`config.mk`:
```
export PLATFORM = sky130hd
export DESIGN_NAME = quad_event_counter
export DESIGN_NICKNAME = d
export VERILOG_FILES = /design/src/rtl/qdec_pkg.sv /design/src/rtl/qdec_sync.sv /design/src/rtl/qdec_decode.sv /design/src/rtl/qdec_counter.sv /design/src/rtl/quad_event_counter.sv
export SDC_FILE = /design/constraint.sdc
export NUM_CORES = 1
export LEC_CHECK = 0
export BUFFER_PORTS_ARGS = -buffer_cell sky130_fd_sc_hd__buf_2
export CORE_UTILIZATION = 51
export CTS_CLUSTER_DIAMETER = 200
export CTS_CLUSTER_SIZE = 8
export DETAILED_ROUTE_END_ITERATION = 8
export PLACE_DENSITY_LB_ADDON = 0.08
export REMOVE_ABC_BUFFERS = 1
export SETUP_SLACK_MARGIN = 0.05
export SLEW_MARGIN = 25
export SYNTH_ARGS = -nofsm -noshare
export SYNTH_HDL_FRONTEND = slang
export SYNTH_SLANG_ARGS = --single-unit
```
`constraint.sdc`:
```
create_clock -name clk -period 2.7 [get_ports clk]
set_input_delay 0.135 -clock clk [delete_from_list [all_inputs] [get_ports clk]]
set_output_delay 0.135 -clock clk [all_outputs]
set_load 0.1 [all_outputs]
```
`src/rtl/qdec_pkg.sv`:
```
package qdec_pkg;
  typedef enum logic [1:0] {
    STEP_NONE = 2'd0,
    STEP_UP   = 2'd1,
    STEP_DOWN = 2'd2
  } step_e;
endpackage

```
`src/rtl/qdec_sync.sv`:
```
module qdec_sync #(
  parameter int NBITS  = 2,
  parameter int STAGES = 2
) (
  input  logic             clk,
  input  logic             rst_n,
  input  logic [NBITS-1:0] d,
  output logic [NBITS-1:0] q
);
  for (genvar i = 0; i < NBITS; i++) begin : g_bit
    logic [STAGES-1:0] sh;
    always_ff @(posedge clk) begin
      if (!rst_n) sh <= '0;
      else        sh <= {sh[STAGES-2:0], d[i]};
    end
    assign q[i] = sh[STAGES-1];
  end
endmodule

```
`src/rtl/qdec_decode.sv`:
```
module qdec_decode
  import qdec_pkg::*;
(
  input  logic  clk,
  input  logic  rst_n,
  input  logic  a,
  input  logic  b,
  input  logic  quad_en,
  input  logic  four_edge,
  output step_e step
);
  logic a_q, b_q;
  logic a_chg, b_chg;

  always_ff @(posedge clk) begin
    if (!rst_n) begin
      a_q <= 1'b0;
      b_q <= 1'b0;
    end else begin
      a_q <= a;
      b_q <= b;
    end
  end

  assign a_chg = a ^ a_q;
  assign b_chg = b ^ b_q;

  always_comb begin
    step = STEP_NONE;
    if (!quad_en) begin
      if (b && !b_q) step = STEP_UP;
    end else if (a_chg && b_chg) begin
      step = STEP_NONE;
    end else if (four_edge) begin
      if (a_chg)      step = (a != b) ? STEP_UP : STEP_DOWN;
      else if (b_chg) step = (a == b) ? STEP_UP : STEP_DOWN;
    end else begin
      if (b_chg && a) step = b ? STEP_UP : STEP_DOWN;
    end
  end

  a_r5_plain_ignores_a: assert property (@(posedge clk) disable iff (!rst_n)
    (!quad_en && !(b && !b_q)) |-> step == STEP_NONE);
endmodule

```
`src/rtl/qdec_counter.sv`:
```
module qdec_counter
  import qdec_pkg::*;
#(
  parameter int WIDTH = 16
) (
  input  logic             clk,
  input  logic             rst_n,
  input  logic             run,
  input  logic             wr_en,
  input  logic [WIDTH-1:0] wr_data,
  input  step_e            step,
  output logic [WIDTH-1:0] count,
  output logic             wrap
);
  localparam logic [WIDTH-1:0] CNT_MAX = {WIDTH{1'b1}};
  localparam logic [WIDTH-1:0] CNT_MIN = '0;

  logic [WIDTH-1:0] reload_q;

  always_ff @(posedge clk) begin
    if (!rst_n) begin
      count    <= '0;
      reload_q <= '0;
      wrap     <= 1'b0;
    end else begin
      wrap <= 1'b0;
      if (wr_en) reload_q <= wr_data;
      if (wr_en && !run) begin
        count <= wr_data;
      end else if (run) begin
        case (step)
          STEP_UP: begin
            if (count == CNT_MAX) begin
              count <= reload_q;
              wrap  <= 1'b1;
            end else begin
              count <= count + 1'b1;
            end
          end
          STEP_DOWN: begin
            if (count == CNT_MIN) begin
              count <= reload_q;
              wrap  <= 1'b1;
            end else begin
              count <= count - 1'b1;
            end
          end
          default: ;
        endcase
      end
    end
  end

  a_r2_stopped_write_loads: assert property (@(posedge clk) disable iff (!rst_n)
    (wr_en && !run) |=> count == $past(wr_data));
  a_r4_stopped_holds: assert property (@(posedge clk) disable iff (!rst_n)
    (!run && !wr_en) |=> $stable(count));
  a_r3_running_write_keeps_count: assert property (@(posedge clk) disable iff (!rst_n)
    (run && wr_en && step == STEP_NONE) |=> $stable(count));
  a_r11_up_by_one: assert property (@(posedge clk) disable iff (!rst_n)
    (run && step == STEP_UP && count != CNT_MAX) |=> (count == $past(count) + 1'b1) && !wrap);
  a_r12_down_by_one: assert property (@(posedge clk) disable iff (!rst_n)
    (run && step == STEP_DOWN && count != CNT_MIN) |=> (count == $past(count) - 1'b1) && !wrap);
  a_r11_wrap_takes_reload: assert property (@(posedge clk) disable iff (!rst_n)
    wrap |-> count == $past(reload_q));
endmodule

```
`src/rtl/quad_event_counter.sv`:
```
module quad_event_counter
  import qdec_pkg::*;
#(
  parameter int WIDTH       = 16,
  parameter int SYNC_STAGES = 2
) (
  input  logic             clk,
  input  logic             rst_n,
  input  logic             phase_a,
  input  logic             phase_b,
  input  logic             quad_en,
  input  logic             four_edge,
  input  logic             run,
  input  logic             wr_en,
  input  logic [WIDTH-1:0] wr_data,
  output logic [WIDTH-1:0] count,
  output logic             wrap
);
  localparam int NPH = 2;

  logic [NPH-1:0] ph_s;
  step_e          step;

  qdec_sync #(.NBITS(NPH), .STAGES(SYNC_STAGES)) u_sync (
    .clk   (clk),
    .rst_n (rst_n),
    .d     ({phase_b, phase_a}),
    .q     (ph_s)
  );

  qdec_decode u_decode (
    .clk       (clk),
    .rst_n     (rst_n),
    .a         (ph_s[0]),
    .b         (ph_s[1]),
    .quad_en   (quad_en),
    .four_edge (four_edge),
    .step      (step)
  );

  qdec_counter #(.WIDTH(WIDTH)) u_counter (
    .clk     (clk),
    .rst_n   (rst_n),
    .run     (run),
    .wr_en   (wr_en),
    .wr_data (wr_data),
    .step    (step),
    .count   (count),
    .wrap    (wrap)
  );

  a_r10_double_change_no_count: assert property (@(posedge clk) disable iff (!rst_n)
    (quad_en && !wr_en && (ph_s[0] != $past(ph_s[0])) && (ph_s[1] != $past(ph_s[1])))
    |=> $stable(count));
endmodule

```
# Yosys cells after proc, flatten, opt, wreduce, memory -nomap -nowiden
# Cells that the tools add are included.
[op_classes]
add_sub_neg = 2
n_eq_ne = 5
mux = 18
n_bitwise = 4
n_reduce_logical = 11
[op_table]
columns = ["op", "n"]
rows = [
  ["16-bit 2-to-1 mux", 4],
  ["16-bit case mux with 2 select lines", 1],
  ["2-bit 2-to-1 mux", 9],
  ["16-bit by 1-bit adder with 16-bit output (second input constant)", 1],
  ["16-bit equality test (second input constant)", 1],
  ["16-bit logical NOT", 1],
  ["16-bit by 1-bit subtractor with 16-bit output (second input constant)", 1],
  ["1-bit logical AND", 4],
  ["1-bit 2-to-1 mux", 3],
  ["3-bit nonzero test", 1],
  ["3-bit OR reduction", 1],
  ["2-bit by 1-bit equality test with 1-bit output (second input constant)", 1],
  ["2-bit equality test (second input constant)", 1],
  ["1-bit logical NOT", 2],
  ["1-bit inverter", 2],
  ["1-bit case mux with 2 select lines", 1],
  ["2-bit AND reduction", 1],
  ["2-bit nonzero test", 1],
  ["1-bit XOR", 2],
  ["1-bit equality test", 1],
  ["1-bit inequality test", 1],
]
[word_totals]
ff_bits = 39
inputBits = 24
output_inout_bits = 17
wordCells = 47

# Longest topological paths before layout
[logic_depth]
ltp_word = 11
mapped_depth = 14
ltp_nobuf = 13

# Cells and area by module
# A second synthesis with hierarchy kept.
[unflattened]
cells_unflattened = 377
hier_area_um2 = 2912.8
[by_module_without_submodules]
columns = ["module", "instances", "cells_per_inst", "area_each_um2", "seq_area_each_um2"]
rows = [
  ["qdec_counter", 1, 346, 2612.5, 660.6],
  ["qdec_decode", 1, 21, 180.2, 40.0],
  ["qdec_sync", 1, 10, 120.1, 80.1],
]

# Least setup slack after synthesis
# Ideal clock, no wire load.
[synth_path]
kind = "register to register"
from = "register u_counter.count[1]"
to = "register u_counter.count[2]"
setup_time_ns = 0.119
arrival_ns = 2.871
required_time_ns = 2.581
setup_slack_ns = -0.290
stages_incl_launch_ff = 8
n_path_buf = 0
synth_period_minus_slack_ns = 2.990
cell_sequence = "dfxtp_1 ha_1 nand3_1 nor4_2 a31oi_1 a221o_1 a221oi_2 nor2_1"
[synth_between]
elab_chain_cells = 5
word_cells_on_any_way = 9
cone_classes = "add/sub (2); eq/ne (1); mux (5); reduce/logical (1)"
[synth_rtl]
columns = ["item", "line_no", "rtl"]
rows = [
  ["start: declaration", "qdec_counter.sv:12", "output logic [WIDTH-1:0] count,"],
  ["start signal: assignment", "qdec_counter.sv:29", "count <= wr_data;"],
  ["start signal: assignment", "qdec_counter.sv:34", "count <= reload_q;"],
  ["start signal: assignment", "qdec_counter.sv:37", "count <= count + 1'b1;"],
  ["16-bit by 1-bit subtractor with 16-bit output (tied with other cells)", "qdec_counter.sv:45", "count <= count - 1'b1;"],
  ["16-bit 2-to-1 mux (on tied branches)", "qdec_counter.sv:41, qdec_counter.sv:33", ""],
  ["16-bit case mux with 2 select lines (*)", "qdec_counter.sv:31", "case (step)"],
  ["16-bit 2-to-1 mux (*)", "qdec_counter.sv:30", "end else if (run) begin"],
  ["16-bit 2-to-1 mux (*)", "qdec_counter.sv:28", "if (wr_en && !run) begin"],
]
# Every way passes the cells marked *; elsewhere a longest branch is shown, timed or not. The select of a mux whose other input is x is not followed.
# A chain may end at the register's enable or synchronous reset.

# Worst setup path after layout
[layout_path]
from = "register u_sync.g_bit[1].sh[1]"
to = "register u_counter.count[14]"
[layout_between]
elab_chain_cells = 11
word_cells_on_any_way = 23
cone_classes = "eq/ne (4); mux (13); bitwise (1); reduce/logical (5)"
[layout_rtl]
columns = ["item", "line_no", "rtl"]
rows = [
  ["start: declaration", "qdec_sync.sv:11", "logic [STAGES-1:0] sh;"],
  ["start signal: assignment", "qdec_sync.sv:14", "else sh <= {sh[STAGES-2:0], d[i]};"],
  ["1-bit equality test", "qdec_decode.sv:36", "else if (b_chg) step = (a == b) ? STEP_UP : STEP_DOWN;"],
  ["2-bit 2-to-1 mux (2 in series)", "qdec_decode.sv:36", ""],
  ["2-bit 2-to-1 mux", "qdec_decode.sv:35", "if (a_chg) step = (a != b) ? STEP_UP : STEP_DOWN;"],
  ["2-bit 2-to-1 mux", "qdec_decode.sv:34", "end else if (four_edge) begin"],
  ["2-bit 2-to-1 mux", "qdec_decode.sv:32", "end else if (a_chg && b_chg) begin"],
  ["2-bit 2-to-1 mux (*)", "qdec_decode.sv:30", "if (!quad_en) begin"],
  ["2-bit equality test or 2-bit by 1-bit equality test with 1-bit output (tied branches)", "qdec_counter.sv:31", ""],
  ["16-bit case mux with 2 select lines", "qdec_counter.sv:31", ""],
  ["16-bit 2-to-1 mux", "qdec_counter.sv:30", ""],
  ["16-bit 2-to-1 mux", "qdec_counter.sv:28", ""],
]
# Marked as above.

==> key figures <==
Timing
  – Max-slew violations: 0
  – Tmin final: between 2 and 3 ns
  – RSZ-0062 raised after global routing: true
  – Slew @ Worst Pin: roughly 0.65 ns
  – Worst Hold Slack: about 0.032 ns
  – Final period util: 0.9612
  – Final hold violation count: 0
  – Worst slew margin: 0.5694
  – Fmax: 385.3 MHz
  – Clk_skew: between 0.007 and 0.008 ns
  – Worst setup margin: approximately 0.10 ns
  – Setup violators final: 0

Die
  – Die W: between 70 and 80 µm
  – Die Span Y: roughly 73 µm
  – Die area: 5395 µm²
  – Num rows: 25
  – Core area: between 4000 and 5000 µm²
  – I/O Pins: 41
  – Initial core utilization: 0.5405

Worst setup path
  – Worst EP required: around 3.0 ns
  – Crit Path Class: reg -> reg
  – Crit path launch type: flop
  – Top fanout value on the critical path: 6
  – Crit path DAT: approximately 2.8 ns
  – Worst setup EP type: flop

GRT
  – First-pass GRT wire length: around 12 mm
  – Vias in the first global route: 2450
  – Total gr overflow: 0
  – Initial antenna violation count: 0
  – GRT Total Usage: 0.2853
  – Maximum number of pins on one net before global-route repair: 43

Clocking
  – Clock Pin Slew Worst Setup and Hold Paths: around 0.08 ns
  – Clock latency on the worst-skew pair: roughly 0.30 ns
  – Clk sinks: 39
  – CTS tree: yes
  – Root buf cell: clkbuf_8
  – H-tree depth: 2
  – TritonCTS Buffers: 5
  – CTS Buffer Depth: 2
  – CTS Hold Bufs: 0

Cells and area
  – Layout filler cell count: roughly 450
  – Finished Layout Cells: roughly 440
  – Share of cells above drive strength 1: 0.2730
  – Final #Nets: ~400
  – Area Overhead vs Synth: 22.35%
  – Antenna diode count: 0

Place
  – Dpl cells: 425
  – Port Buffers: 40
  – HPWL after detailed placement: ~5.1 mm
  – Routability Congestion: approximately 0.94
  – Post-place setup slack: 0.07015 ns

Power
  – PwrDens: 516.7 nW/µm²
  – Leakage: between 1 and 1.5 nW
  – Power consumption: 0.001646 W
  – Worst vdd rail ir drop: between 0.3 and 0.4 mV

Logic synthesis
  – Sequential fraction of the synthesis area: 0.2999
  – Ys async rst share: 0
  – Synthesized area: between 2000 and 3000 µm²
  – Yosys reg bits: 39
  – Ys Warns: 0
  – Synth Flop Type: dfxtp_1
  – Yosys cell types: 56
  – Number of synthesized flops with an enable pin: 0
  – Gate count of the mapped netlist: 316
  – Syn avg cell area: 8.240 µm²

Route
  – Met1 WL: 3.407 mm
  – DRC: 0
  – Drt pass-1 iters: 7
  – Drt wl/cell: 16.67 µm
  – Avg Vias per Cell: around 6
  – Remaining antenna violation count: 0
  – Metal3 WL: 364 µm
  – DRT iter0 DRCs: roughly 290
  – Total wire length: about 7.3 mm
  – Top layer in use: met4
  – Vias post-DR: 2616
  – Met2 routed WL: 3.335 mm

Hold path
  – Min-Delay Path Class: in -> reg

Status
  – Status: finished clean

Run
  – MaxCap Viol Count: 0
critical path, cell delays in order, from the launching register on:
cell and delay (ns):
dfxtp_2 0.37, buf_6 0.12, inv_1 0.07, nand2_1 0.07, o22ai_1 0.09, a22o_1 0.26, a32oi_2 0.21, a21oi_2 0.08
ha_1 0.31, nand2b_4 0.16, nand2_2 0.10, o22a_1 0.15, o2111ai_1 0.12, a311oi_1 0.30, a31o_2 0.14
flip-flops by register name, summed over array words and instances, names as in the netlist:
name and count:
u_counter.reload_q 16, u_decode.b_q 1, u_counter.count 16, u_decode.a_q 1, u_counter.wrap 1, u_sync.g_bit.sh 4
Yosys cell counts, types with 2 or more instances:
cell | instances | area [µm²]
dfxtp_1 | 39 | 780.8
nand2_1 | 27 | 101.4
nor2b_1 | 18 | 112.6
mux2i_1 | 17 | 170.2
a21oi_1 | 16 | 80.08
clkbuf_1 | 16 | 60.06
o221ai_1 | 14 | 122.6
nor2_1 | 13 | 48.80
o21ai_0 | 13 | 65.06
nand3_1 | 11 | 55.05
xnor2_1 | 10 | 87.58
a31oi_1 | 8 | 50.05
buf_2 | 8 | 40.04
inv_1 | 8 | 30.03
xor2_1 | 8 | 70.07
and2_1 | 7 | 43.79
nand2b_1 | 7 | 43.79
nor3_1 | 7 | 35.03
a221oi_1 | 6 | 52.55
ha_1 | 6 | 75.07
nor4_1 | 5 | 31.28
and3_1 | 4 | 25.02
nand4_1 | 3 | 18.77
o211ai_1 | 3 | 22.52
o22ai_1 | 3 | 18.77
a21o_1 | 2 | 15.01
a221o_1 | 2 | 20.02
a22o_1 | 2 | 17.52
a31o_2 | 2 | 17.52
nor4_2 | 2 | 25.02
nor4b_1 | 2 | 17.52
o31ai_1 | 2 | 15.01
or3_1 | 2 | 12.51
per-layer routing:
layer / vias to the layer above / track usage
met5: - / 0
met4: 0 / 0.08120
met3: 17 / 0.04664
met2: 78 / 0.4608
met1: 1246 / 0.3911
li1: 1275 / -
power by group:
| group | switching, W | internal (W) | leakage, nW |
|---|---|---|---|
| registers | 0.0000472 | 0.000611 | 0.321 |
| logic | 0.000349 | 0.000194 | 0.955 |
| clock network | 0.000212 | 0.000233 | 0.0515 |
cell families (layout without fill, tap and decap cells):
family                     Yosys count  count (layout)  share of synthesized area
AOI/OAI and AO/OA                   86              86                     0.2369
xor gates and xnor gates            18              18                    0.06055
adders and majority gates            6               6                    0.02883
buffers and inverters               35              89                    0.05863
DFF                                 39              39                     0.2999
muxes                               17              17                    0.06535
and+or+nand+nor                    115             115                     0.2499
what timing repair did:
action                                  CTS  global route
buffers inserted                          0             4
pin swaps                                 0             8
endpoints found under the setup margin    2            17
gates resized for setup                   1            11
path summary, 6_finish.rpt:
kind	from	end	slack, ns	cells past startpoint
worst max-delay path	u_sync.g_bit[1].sh[1]	u_counter.count[14]	0.10	14
worst min-delay path	phase_b	u_sync.g_bit[1].sh[0]	0.03	2
worst max register to register	u_sync.g_bit[1].sh[1]	u_counter.count[14]	0.10	14
worst min register to register	u_sync.g_bit[0].sh[0]	u_sync.g_bit[0].sh[1]	0.44	1
cell usage in the layout, fill, tap and decap left out, drive strengths merged, types with 4 or more instances in the layout:
cell	netlist	layout
nor2	13	13
o21ai	13	13
a21oi	17	17
nand2b	7	7
inv	8	8
a221oi	7	7
nor3	7	7
nand2	27	27
nand3	11	11
clkbuf	16	8
ha	6	6
xor2	8	8
and2	7	7
nand4	4	4
nor4	8	8
buf	11	73
dfxtp	39	39
and3	4	4
o221ai	14	14
mux2i	17	17
xnor2	10	10
nor2b	18	18
a31oi	8	8
final cells by class:
cell class / count / area, µm² / area share
clock buffer: 8 / 100.1 / 0.03142
inverter: 8 / 30.03 / 0.009427
multi-input combinational: 242 / 1722 / 0.5405
sequential: 39 / 782.0 / 0.2455
tap: 67 / 83.83 / 0.02632
timing repair buffer: 73 / 467.9 / 0.1469
metrics by stage:
step / util / setup TNS (ns) / instance area, µm²
after floorplan: - / -4.321 / 2481
after global placement: 0.6218 / 0 / 2995
after detailed placement: 0.6218 / 0 / 2995
after CTS: 0.6436 / 0 / 3100
after global routing: 0.6613 / -0.04686 / 3186
final: 0.6613 / 0 / 3186
No activity file was read; power rests on OpenSTA's default activity.
